## config.mk

```make
export PLATFORM = sky130hd
export DESIGN_NAME = sdram_burst_colgen
export DESIGN_NICKNAME = d
export VERILOG_FILES = /design/src/rtl/colgen_pkg.sv /design/src/rtl/colgen_ctrl.sv /design/src/rtl/colgen_addr.sv /design/src/rtl/sdram_burst_colgen.sv
export SDC_FILE = /design/constraint.sdc
export NUM_CORES = 1
export LEC_CHECK = 0
export BUFFER_PORTS_ARGS = -buffer_cell sky130_fd_sc_hd__buf_2
export CELL_PAD_IN_SITES_DETAIL_PLACEMENT = 0
export CELL_PAD_IN_SITES_GLOBAL_PLACEMENT = 1
export CORE_MARGIN = 3
export CORE_UTILIZATION = 44
export CTS_CLUSTER_SIZE = 40
export DETAILED_ROUTE_END_ITERATION = 7
export GPL_ROUTABILITY_DRIVEN = 0
export PLACE_DENSITY = 0.8
export SYNTH_ARGS = -nofsm -noshare
export SYNTH_HDL_FRONTEND = slang
export SYNTH_SLANG_ARGS = --single-unit
export TNS_END_PERCENT = 5
```

## constraint.sdc

```tcl
create_clock -name clk -period 7.4 [get_ports clk]
set_clock_uncertainty 0.2 [all_clocks]
set_input_delay 1.48 -clock clk [delete_from_list [all_inputs] [get_ports clk]]
set_output_delay 1.48 -clock clk [all_outputs]
set_load 0.01 [all_outputs]
```

## src/rtl/colgen_pkg.sv

```systemverilog
// Shared encodings and helpers for the burst column generator.
// Assumes a 3-bit length code; burst blocks never exceed 8 columns.
package colgen_pkg;

    localparam logic [2:0] LEN_1    = 3'd0;
    localparam logic [2:0] LEN_2    = 3'd1;
    localparam logic [2:0] LEN_4    = 3'd2;
    localparam logic [2:0] LEN_8    = 3'd3;
    localparam logic [2:0] LEN_PAGE = 3'd7;

    // Burst settings latched when a command starts a burst.
    typedef struct packed {
        logic       page;   // full-page burst
        logic       ilv;    // interleaved order
        logic [2:0] span;   // beats minus one for fixed lengths
    } burst_cfg_t;

    // Beats minus one for a length code; unused codes give one beat.
    function automatic logic [2:0] span_of(input logic [2:0] code);
        case (code)
            LEN_2:   span_of = 3'd1;
            LEN_4:   span_of = 3'd3;
            LEN_8:   span_of = 3'd7;
            default: span_of = 3'd0;
        endcase
    endfunction

    // Turns the command-time inputs into a burst setting.
    function automatic burst_cfg_t decode_cfg(input logic [2:0] code, input logic ilv);
        burst_cfg_t c;
        c.page = (code == LEN_PAGE);
        c.ilv  = ilv;
        c.span = span_of(code);
        return c;
    endfunction

endpackage

```

## src/rtl/colgen_ctrl.sv

```systemverilog
// Burst sequencing state: holds the start column, the beat index and the
// latched burst setting, and decides when a burst ends.
// Assumes start has priority over burst stop and precharge termination.
module colgen_ctrl
    import colgen_pkg::*;
#(
    parameter int COL_W = 8
) (
    input  logic             clk,
    input  logic             rst_n,
    input  logic             start_i,
    input  logic [COL_W-1:0] start_col_i,
    input  burst_cfg_t       cfg_i,
    input  logic             stop_i,
    input  logic             pre_term_i,
    output logic             active_o,
    output logic [COL_W-1:0] base_o,
    output logic [COL_W-1:0] cnt_o,
    output burst_cfg_t       cfg_o,
    output logic             final_o
);

    localparam int PAD_W = COL_W - 3;

    logic             active_q;
    logic [COL_W-1:0] base_q;
    logic [COL_W-1:0] cnt_q;
    burst_cfg_t       cfg_q;
    logic             at_end;

    // Final beat of a fixed-length burst is reached when the index hits the span.
    always_comb begin
        at_end = active_q && !cfg_q.page && (cnt_q == {{PAD_W{1'b0}}, cfg_q.span});
    end

    // Load on a command, clear on termination or completion, else step the index.
    always_ff @(posedge clk) begin
        if (!rst_n) begin
            active_q <= 1'b0;
            base_q   <= '0;
            cnt_q    <= '0;
            cfg_q    <= '0;
        end else if (start_i) begin
            active_q <= 1'b1;
            base_q   <= start_col_i;
            cnt_q    <= '0;
            cfg_q    <= cfg_i;
        end else if (stop_i || pre_term_i || at_end) begin
            active_q <= 1'b0;
            cnt_q    <= '0;
        end else if (active_q) begin
            cnt_q    <= cnt_q + COL_W'(1);
        end
    end

    assign active_o = active_q;
    assign base_o   = base_q;
    assign cnt_o    = cnt_q;
    assign cfg_o    = cfg_q;
    assign final_o  = at_end;

endmodule

```

## src/rtl/colgen_addr.sv

```systemverilog
// Column computation for the current beat from the start column and the
// beat index. Bits inside the burst block take the sequential or
// interleaved value; bits above it keep the start column. A full-page
// burst uses a plain wrapping sum over the whole column.
// Assumes COL_W is at least 3.
module colgen_addr
    import colgen_pkg::*;
#(
    parameter int COL_W = 8
) (
    input  logic [COL_W-1:0] base_i,
    input  logic [COL_W-1:0] cnt_i,
    input  burst_cfg_t       cfg_i,
    output logic [COL_W-1:0] col_o
);

    localparam int PAD_W = COL_W - 3;

    logic [COL_W-1:0] seq_val;
    logic [COL_W-1:0] ilv_val;
    logic [COL_W-1:0] pick;
    logic [COL_W-1:0] blk_mask;

    // Both orderings and the block mask for the current beat.
    always_comb begin
        seq_val  = base_i + cnt_i;
        ilv_val  = base_i ^ cnt_i;
        pick     = (cfg_i.ilv && !cfg_i.page) ? ilv_val : seq_val;
        blk_mask = cfg_i.page ? {COL_W{1'b1}} : {{PAD_W{1'b0}}, cfg_i.span};
    end

    // Per-bit merge of the moving block bits with the fixed upper bits.
    for (genvar b = 0; b < COL_W; b++) begin : g_bit
        assign col_o[b] = blk_mask[b] ? pick[b] : base_i[b];
    end

endmodule

```

## src/rtl/sdram_burst_colgen.sv

```systemverilog
// Top of the burst column generator. Decodes the command-time burst
// setting, sequences the beats and drives column, valid and last.
// Assumes one command per cycle from the command path.
module sdram_burst_colgen
    import colgen_pkg::*;
#(
    parameter int COL_W = 8
) (
    input  logic             clk,
    input  logic             rst_n,
    input  logic             start_i,
    input  logic [COL_W-1:0] start_col_i,
    input  logic [2:0]       blen_i,
    input  logic             btype_i,
    input  logic             stop_i,
    input  logic             pre_term_i,
    output logic [COL_W-1:0] col_o,
    output logic             beat_vld_o,
    output logic             last_o
);

    burst_cfg_t       cfg_in;
    burst_cfg_t       cfg_cur;
    logic [COL_W-1:0] base;
    logic [COL_W-1:0] cnt;
    logic             active;
    logic             fin;

    // Burst setting as seen on the command inputs.
    always_comb begin
        cfg_in = decode_cfg(blen_i, btype_i);
    end

    colgen_ctrl #(.COL_W(COL_W)) u_ctrl (
        .clk         (clk),
        .rst_n       (rst_n),
        .start_i     (start_i),
        .start_col_i (start_col_i),
        .cfg_i       (cfg_in),
        .stop_i      (stop_i),
        .pre_term_i  (pre_term_i),
        .active_o    (active),
        .base_o      (base),
        .cnt_o       (cnt),
        .cfg_o       (cfg_cur),
        .final_o     (fin)
    );

    colgen_addr #(.COL_W(COL_W)) u_addr (
        .base_i (base),
        .cnt_i  (cnt),
        .cfg_i  (cfg_cur),
        .col_o  (col_o)
    );

    assign beat_vld_o = active;
    assign last_o     = fin;

endmodule

```

==> results of run 1 <==
## area by class of cell
class / count / area share
Clock buffer: 3 / 0.0143
Timing Repair Buffer: 26 / 0.0829
Tap cell: 42 / 0.0335
Clock inverter: 1 / 0.0191
Inverter: 6 / 0.0143
Multi-Input combinational cell: 121 / 0.555
Sequential cell: 22 / 0.280
## worst min-delay path by stage
| stage | start | end | slack (ns) | cells after the start |
|---|---|---|---|---|
| after floorplan | u_ctrl.base_o[7] | u_ctrl.base_o[7] | 0.30 | 2 |
| after global placement | u_ctrl.base_o[7] | u_ctrl.base_o[7] | 0.32 | 2 |
| after detailed placement | u_ctrl.base_o[7] | u_ctrl.base_o[7] | 0.33 | 2 |
| after CTS | u_ctrl.base_o[7] | u_ctrl.base_o[7] | 0.35 | 2 |
| after global routing | u_ctrl.base_o[2] | u_ctrl.base_o[2] | 0.39 | 2 |
| final | u_ctrl.base_o[7] | u_ctrl.base_o[7] | 0.34 | 2 |
## power by group through the flow
stage / clock [mW] / combinational [mW] / sequential, mW
floorplan: 0 / 0.0239 / 0.128
global placement: 0 / 0.0323 / 0.130
detailed placement: 0 / 0.0332 / 0.130
CTS: 0.0959 / 0.0334 / 0.127
global route: 0.0994 / 0.0375 / 0.128
finish: 0.0938 / 0.0329 / 0.127
## metal layers
metal	share of wire	vias to the layer above	GRT usage
met5	0	-	0
met4	0.014	0	0.0636
met3	0.036	5	0.0269
met2	0.48	24	0.305
met1	0.47	523	0.216
li1	-	594	-
## kinds of logic after synthesis
logic type	after synthesis	share of synthesized area
xor gates and xnor gates	13	0.0824
muxes	14	0.104
DFF	22	0.319
AOI/OAI and AO/OA	28	0.135
buffers and inverters	13	0.0498
and+or+nand+nor	57	0.223
adders and majority gates	9	0.0870
## worst register-to-register path: stages, from the launching register on
cell and delay [ns]:
dfxtp_1 0.55, nor4b_1 0.26, nand2_1 0.10, nor4_2 0.22, or4_1 0.37, nor2_1 0.11
## flip-flops by register name, indices dropped and copies added (netlist names)
| register | flops |
|---|---|
| u_ctrl.active_o | 1 |
| u_ctrl.base_o | 8 |
| u_ctrl.cnt_o | 8 |
| u_ctrl.cfg_o | 5 |
## cell usage in the layout, fill, tap and decap left out, types with 2 or more instances in the layout
| cell type | Yosys | routed |
|---|---|---|
| nor3_1 | 3 | 3 |
| xnor2_1 | 5 | 5 |
| mux2_2 | 3 | 3 |
| or2b_1 | 2 | 2 |
| o21ai_0 | 8 | 8 |
| a21o_1 | 3 | 3 |
| clkbuf_4 | 0 | 3 |
| dfxtp_1 | 22 | 22 |
| mux2i_1 | 11 | 11 |
| buf_2 | 1 | 26 |
| a211oi_1 | 3 | 3 |
| ha_1 | 8 | 8 |
| nand3_1 | 3 | 3 |
| a31oi_1 | 3 | 3 |
| xor2_1 | 8 | 8 |
| inv_1 | 6 | 6 |
| nand2_1 | 7 | 7 |
| nor2b_1 | 11 | 11 |
| o21bai_1 | 2 | 2 |
| and2_1 | 2 | 2 |
| nor2_1 | 18 | 18 |
| a21oi_1 | 2 | 2 |
| nand4_1 | 3 | 3 |
## through the flow
| stage | power, mW | setup slack (ns) | cells | hold slack, ns |
|---|---|---|---|---|
| 5_1_grt | 0.265 | 2.95 | 221 | 0.391 |
| 3_3_place_gp | 0.162 | 3.57 | 217 | 0.319 |
| 6_report | 0.254 | 3.12 | 221 | 0.344 |
| 3_5_place_dp | 0.163 | 3.49 | 217 | 0.329 |
| 4_1_cts | 0.257 | 3.11 | 221 | 0.347 |
| 2_1_floorplan | 0.152 | 3.76 | 156 | 0.304 |
==> out/results.tsv, run 1 <==
stage	metric	value	unit
grt	largest net degree at the start of global routing	19	
die	core box area	2880	um^2
synthesis	Mean Syn Cell Area	8.85	um^2
cts	Clk pin slew, worst setup/hold paths	0.13	ns
synthesis	Post-synth ARST share	0	
cts	setup bufs post-CTS	0	
pwr	Leak	0.690	nW
detailed_routing	final wirelength	2.90	mm
cells_and_area	Ant. Diodes	0	
cells_and_area	final instance area	1570	um^2
pwr	P per Cell Area	162	nW/um^2
worst_setup_path	Worst R2R Setup Slack	5.49	ns
worst_setup_path	CP max FO	6	
place	HPWL after detailed placement	2.24	mm
synthesis	syn_nets	182	
grt	vias in the first global route	1087	
worst_setup_path	Worst path top cell family by delay	adder cells	
sta	TNS Setup	0	ns
cts	clock root buffer master	clkbuf_4	
cells_and_area	Fillers	285	
worst_setup_path	Critical Path Source Type	flop	
cells_and_area	final core occ	0.546	
grt	GRT overflow	0	
worst_setup_path	CP max stage delay	0.48	ns
place	IO Port Bufs	26	
cells_and_area	multi-input logic area	872	um^2
worst_setup_path	CP Buf/Inv Count	2	
detailed_routing	Vias per Instance	5.19	
worst_setup_path	critical path depth	9	
worst_setup_path	CP startpoint	u_ctrl.cnt_o[0]	
sta	fmax	233	MHz
min_path	Hold/Removal Path Class	flop to flop	
worst_setup_path	CP cell instances	ha_1 > inv_1 > fa_1 > nor2b_1 > o31a_1 > o21ai_0 > mux2_2 > a221o_1 > buf_2	
synthesis	sequential area share after synthesis	0.319	
cts	clk buf depth	2	
synthesis	Area contributors post-synth	dfxtp_1 32%, mux2i_1 8.0%, ha_1 7.2%	
detailed_routing	post-route ant nets	0	
synthesis	Most used DFF post-synth	dfxtp_1	
worst_setup_path	end of the critical path	col_o[6]	
pwr	switching pwr	0.0597	mW
cells_and_area	share of layout cells above drive strength 1	0.201	
grt	Total Routing Usage GR	0.175	
cts	clk_lat worst skew	0.32	ns
worst_setup_path	Critical Path AT	2.60	ns
synthesis	top-area cell type share of the netlist area	0.319	
pwr	Internal Power	0.194	mW
synthesis	Post-Syn Instances	156	
sta	Worst slew margin	0.704	
detailed_routing	DRC	0	
detailed_routing	routed len/inst	13.1	um
status	status	complete, no violations	
worst_setup_path	critical path class	flop to output pin	
sta	minimum clock period	4.28	ns
worst_setup_path	RR Endpoint	u_ctrl.cnt_o[3]	
cts	post_cts resized	0	
die	Site Rows	19	
synthesis	Syn. warnings	0	
cts	TritonCTS buffer count	3	
pwr	clock power share	0.370	
worst_setup_path	FF-to-FF path depth	5	
cells_and_area	register area	440	um^2
sta	Final period util	0.579	
sta	Max Slew Vio Count	0	
synthesis	Synth cell types	42	
synthesis	count leader, synth	dfxtp_1	
cells_and_area	synth-to-layout area growth	13.7	%
place	placed cell area	1520	um^2
grt	initial antenna violation count	0	
synthesis	FF+latch count, synth	22	
worst_setup_path	Reg2Reg Launch Point	u_ctrl.active_o	
pwr	Comb pwr share	0.130	
detailed_routing	Via Count	1146	
cells_and_area	nets@finish	206	
synthesis	Post-synth top cells	22 x dfxtp_1, 18 x nor2_1, 11 x mux2i_1, 11 x nor2b_1	
pwr	switch share	0.235	
worst_setup_path	CP Data Required Time	5.72	ns
die	Initial Util	0.480	
die	die width	62.0	um
sta	RSZ-0062 raised after global routing	no	
cts	hold buffer count at CTS	0	
detailed_routing	Pre-antenna DRT Iters	4	
cts	CTS tree	yes	
die	Die Ht	62.0	um
job	Max Cap Viol	0	
cts	H-Tree Depth	1	
die	io pins	27	
synthesis	cell taking the most area after synthesis	dfxtp_1	
sta	Final setup viols	0	
detailed_routing	initial drt markers	34	
pwr	Max rail drop VDD	80.9	uV
grt	global-route wire length before repair	5.00	mm
sta	Worst-Margin Slew	0.445	ns
synthesis	Post-synth EDFFs	0	
cts	CTS Sinks	22	
synthesis	Post-Syn Area	1380	um^2
worst_setup_path	CP max stage cell	dfxtp_1	
worst_setup_path	crit path capture type	output pin	
sta	Hold Vio Cnt, Final	0	
die	Die ar.	3850	um^2
pwr	share of power burned in registers	0.501	
Note: power is estimated with default switching activity, not from simulation.
==> inputs of run 2 (changes only) <==
ABC_AREA = 1   (was default)
CORE_UTILIZATION = 35   (was 44)
PLACE_DENSITY = 0.71   (was 0.8)
clock period = 3.5 ns   (was 7.4 ns; I/O delays follow)
==> out/results.tsv, run 2 <==
stage	metric	value	unit	change
worst_setup_path	Worst R2R Setup Slack	1.99	ns	was 5.49 ns
cts	CTS Sinks	22		unchanged
pwr	Internal Power	0.391	mW	was 0.194 mW
grt	Total Routing Usage GR	0.142		was 0.175
cells_and_area	nets@finish	256		was 206
detailed_routing	Via Count	1310		was 1146
worst_setup_path	Critical Path AT	2.01	ns	was 2.60 ns
worst_setup_path	critical path class	flop to output pin		unchanged
cells_and_area	final instance area	1620	um^2	was 1570 um^2
cts	Clk pin slew, worst setup/hold paths	0.08	ns	was 0.13 ns
synthesis	Most used DFF post-synth	dfxtp_1		unchanged
synthesis	cell taking the most area after synthesis	dfxtp_1		unchanged
sta	worst hold slack	0.278	ns	was 0.344 ns
worst_setup_path	Critical Path Source Type	flop		unchanged
synthesis	Syn. warnings	0		unchanged
die	Initial Util	0.374		was 0.480
sta	minimum clock period	2.91	ns	
synthesis	Post-Syn Area	1410	um^2	was 1380 um^2
sta	RSZ-0062 raised after global routing	no		unchanged
place	HPWL after detailed placement	2.59	mm	was 2.24 mm
sta	Final period util	0.831		
synthesis	top-area cell type share of the netlist area	0.313		was 0.319
cts	TritonCTS buffer count	3		unchanged
pwr	Power Total	0.527	mW	was 0.254 mW
detailed_routing	routed len/inst	11.6	um	was 13.1 um
pwr	share of power burned in registers	0.511		was 0.501
pwr	Max rail drop VDD	189	uV	was 80.9 uV
sta	Worst-Margin Slew	0.461	ns	was 0.445 ns
sta	Max Slew Vio Count	0		unchanged
cells_and_area	synth-to-layout area growth	14.7	%	was 13.7%
pwr	P per Cell Area	326	nW/um^2	was 162 nW/um^2
cts	clk_lat worst skew	0.26	ns	was 0.32 ns
cts	setup bufs post-CTS	0		unchanged
pwr	Comb pwr share	0.140		was 0.130
die	io pins	27		unchanged
worst_setup_path	crit path capture type	output pin		unchanged
synthesis	Post-synth EDFFs	0		unchanged
synthesis	sequential area share after synthesis	0.313		was 0.319
cells_and_area	Fillers	391		was 285
pwr	switch share	0.258		was 0.235
cts	H-Tree Depth	1		unchanged
cts	post_cts resized	0		unchanged
pwr	switching pwr	0.136	mW	was 0.0597 mW
detailed_routing	final wirelength	3.21	mm	was 2.90 mm
status	status	complete, no violations		unchanged
detailed_routing	Vias per Instance	4.73		was 5.19
job	Max Cap Viol	0		unchanged
synthesis	FF+latch count, synth	22		unchanged
cts	clk buf depth	2		unchanged
min_path	Hold Crit Depth	2		unchanged
cells_and_area	most common cell after layout, fill and taps aside	nand2_1		was buf_2
synthesis	Synth cell types	31		was 42
grt	global-route wire length before repair	5.60	mm	was 5.00 mm
worst_setup_path	CP Data Required Time	2.60	ns	was 5.72 ns
pwr	Leak	0.736	nW	was 0.690 nW
die	core box area	3770	um^2	was 2880 um^2
cells_and_area	Finished Layout Cells	277		was 221
synthesis	Post-Syn Instances	204		was 156
detailed_routing	initial drt markers	51		was 34
cts	hold buffer count at CTS	0		unchanged
synthesis	count leader, synth	nand2_1		was dfxtp_1
detailed_routing	post-route ant nets	0		unchanged
sta	Worst slew margin	0.692		was 0.704
sta	Final setup viols	0		unchanged
worst_setup_path	RR Endpoint	u_ctrl.cnt_o[7]		was u_ctrl.cnt_o[3]
detailed_routing	DRC	0		unchanged
min_path	Hold/Removal Path Class	flop to flop		unchanged
die	Site Rows	22		was 19
cts	CTS tree	yes		unchanged
min_path	Hold Path Origin	u_ctrl.base_o[7]		unchanged
die	Die Ht	69.4	um	was 62.0 um
cells_and_area	share of layout cells above drive strength 1	0.188		was 0.201
sta	TNS Setup	0	ns	unchanged
synthesis	syn_nets	230		was 182
pwr	clock power share	0.349		was 0.370
die	Die ar.	4820	um^2	was 3850 um^2
grt	vias in the first global route	1273		was 1087
cts	clock root buffer master	clkbuf_8		was clkbuf_4
die	die width	69.4	um	was 62.0 um
cells_and_area	final core occ	0.428		was 0.546
min_path	Hold EP	u_ctrl.base_o[7]		unchanged
synthesis	Post-synth ARST share	0		unchanged
place	IO Port Bufs	26		unchanged
grt	largest net degree at the start of global routing	17		was 19
cells_and_area	Ant. Diodes	0		unchanged
sta	Hold Vio Cnt, Final	0		unchanged
place	Placed Cells	273		was 217
synthesis	Mean Syn Cell Area	6.91	um^2	was 8.85 um^2
place	dpl ws	0.892	ns	was 3.49 ns
sta	final worst setup slack	0.593	ns	was 3.12 ns
cells_and_area	most frequent cells in the layout	45 x nand2_1, 30 x nor2_1, 26 x buf_2, 22 x inv_1, 22 x dfxtp_1		was 26 x buf_2, 22 x dfxtp_1, 18 x nor2_1, 11 x nor2b_1, 11 x mux2i_1
grt	GRT overflow	0		unchanged
worst_setup_path	CP max FO	5		was 6
synthesis	Area contributors post-synth	dfxtp_1 31%, nand2_1 12%, nor2_1 8.0%		was dfxtp_1 32%, mux2i_1 8.0%, ha_1 7.2%
grt	initial antenna violation count	0		unchanged
synthesis	Post-synth top cells	45 x nand2_1, 30 x nor2_1, 22 x dfxtp_1, 22 x inv_1, 19 x o21ai_0		was 22 x dfxtp_1, 18 x nor2_1, 11 x mux2i_1, 11 x nor2b_1
place	placed cell area	1560	um^2	was 1520 um^2
detailed_routing	Pre-antenna DRT Iters	4		unchanged
worst_setup_path	Reg2Reg Launch Point	u_ctrl.cfg_o[4]		was u_ctrl.active_o
worst_setup_path	FF-to-FF path depth	6		was 5
sta	fmax	344	MHz	
==> run 2: changes by cell type after synthesis, sizes merged, moves of 10 or more <==
cell   change
nand2     +41
inv       +17
nor2      +15
nand3     +14
mux2i     -11
nor2b     -11
o21ai     +10
==> run 2: how the worst max path moves through the flow <==
stage	slack, ns	cells after the start	start	end
4_1_cts	0.59	10	u_ctrl.cnt_o[0]	col_o[6]
3_5_place_dp	0.89	10	u_ctrl.cnt_o[0]	col_o[6]
5_1_grt	0.45	10	u_ctrl.cnt_o[0]	col_o[6]
3_3_place_gp	0.94	8	u_ctrl.cnt_o[0]	col_o[2]
6_report	0.59	10	u_ctrl.cnt_o[0]	col_o[6]
2_1_floorplan	1.07	7	u_ctrl.cnt_o[0]	col_o[2]
==> run 2: metal layers <==
metal  up-vias  routed length [um]  GRT usage
li1        718                   -          -
met1       564                1550      0.175
met2        23                1460      0.239
met3         5                 145     0.0304
met4         0                  49     0.0521
met5         -                   0          0
==> run 2: critical path, cell delays in order, from the launching register on <==
cell	delay (ns)
dfxtp_1	0.44
ha_1	0.21
inv_1	0.05
fa_1	0.39
inv_1	0.10
nand4_1	0.13
nand3_1	0.12
nand2_1	0.05
nand3_1	0.06
nand2_1	0.06
buf_2	0.13
==> run 2: logic make-up (layout without fill, tap and decap cells) <==
kind of cell,after synthesis,after routing,synth area share
compound gates,33,33,0.128
xor+xnor,4,4,0.0249
fa+ha+maj,9,9,0.0853
buf+inv,28,53,0.0888
flops,22,22,0.313
mux,1,1,0.00799
simple gates,107,107,0.353
==> run 2: layout make-up <==
type | count | area, um^2 | area share
flip-flops and latches | 22 | 440 | 0.273
repair buffers | 26 | 130 | 0.0806
well taps | 48 | 60.1 | 0.0372
multi-input cells | 154 | 843 | 0.522
inverters | 23 | 86.3 | 0.0534
clock buffers | 4 | 55.1 | 0.0341
==> run 2: power groups by stage <==
stage | clock [mW] | combinational [mW] | sequential (mW)
after floorplan | 0 | 0.0515 | 0.271
after global placement | 0 | 0.0737 | 0.275
after detailed placement | 0 | 0.0745 | 0.275
after CTS | 0.189 | 0.0747 | 0.269
after global routing | 0.199 | 0.0850 | 0.271
final | 0.184 | 0.0738 | 0.269
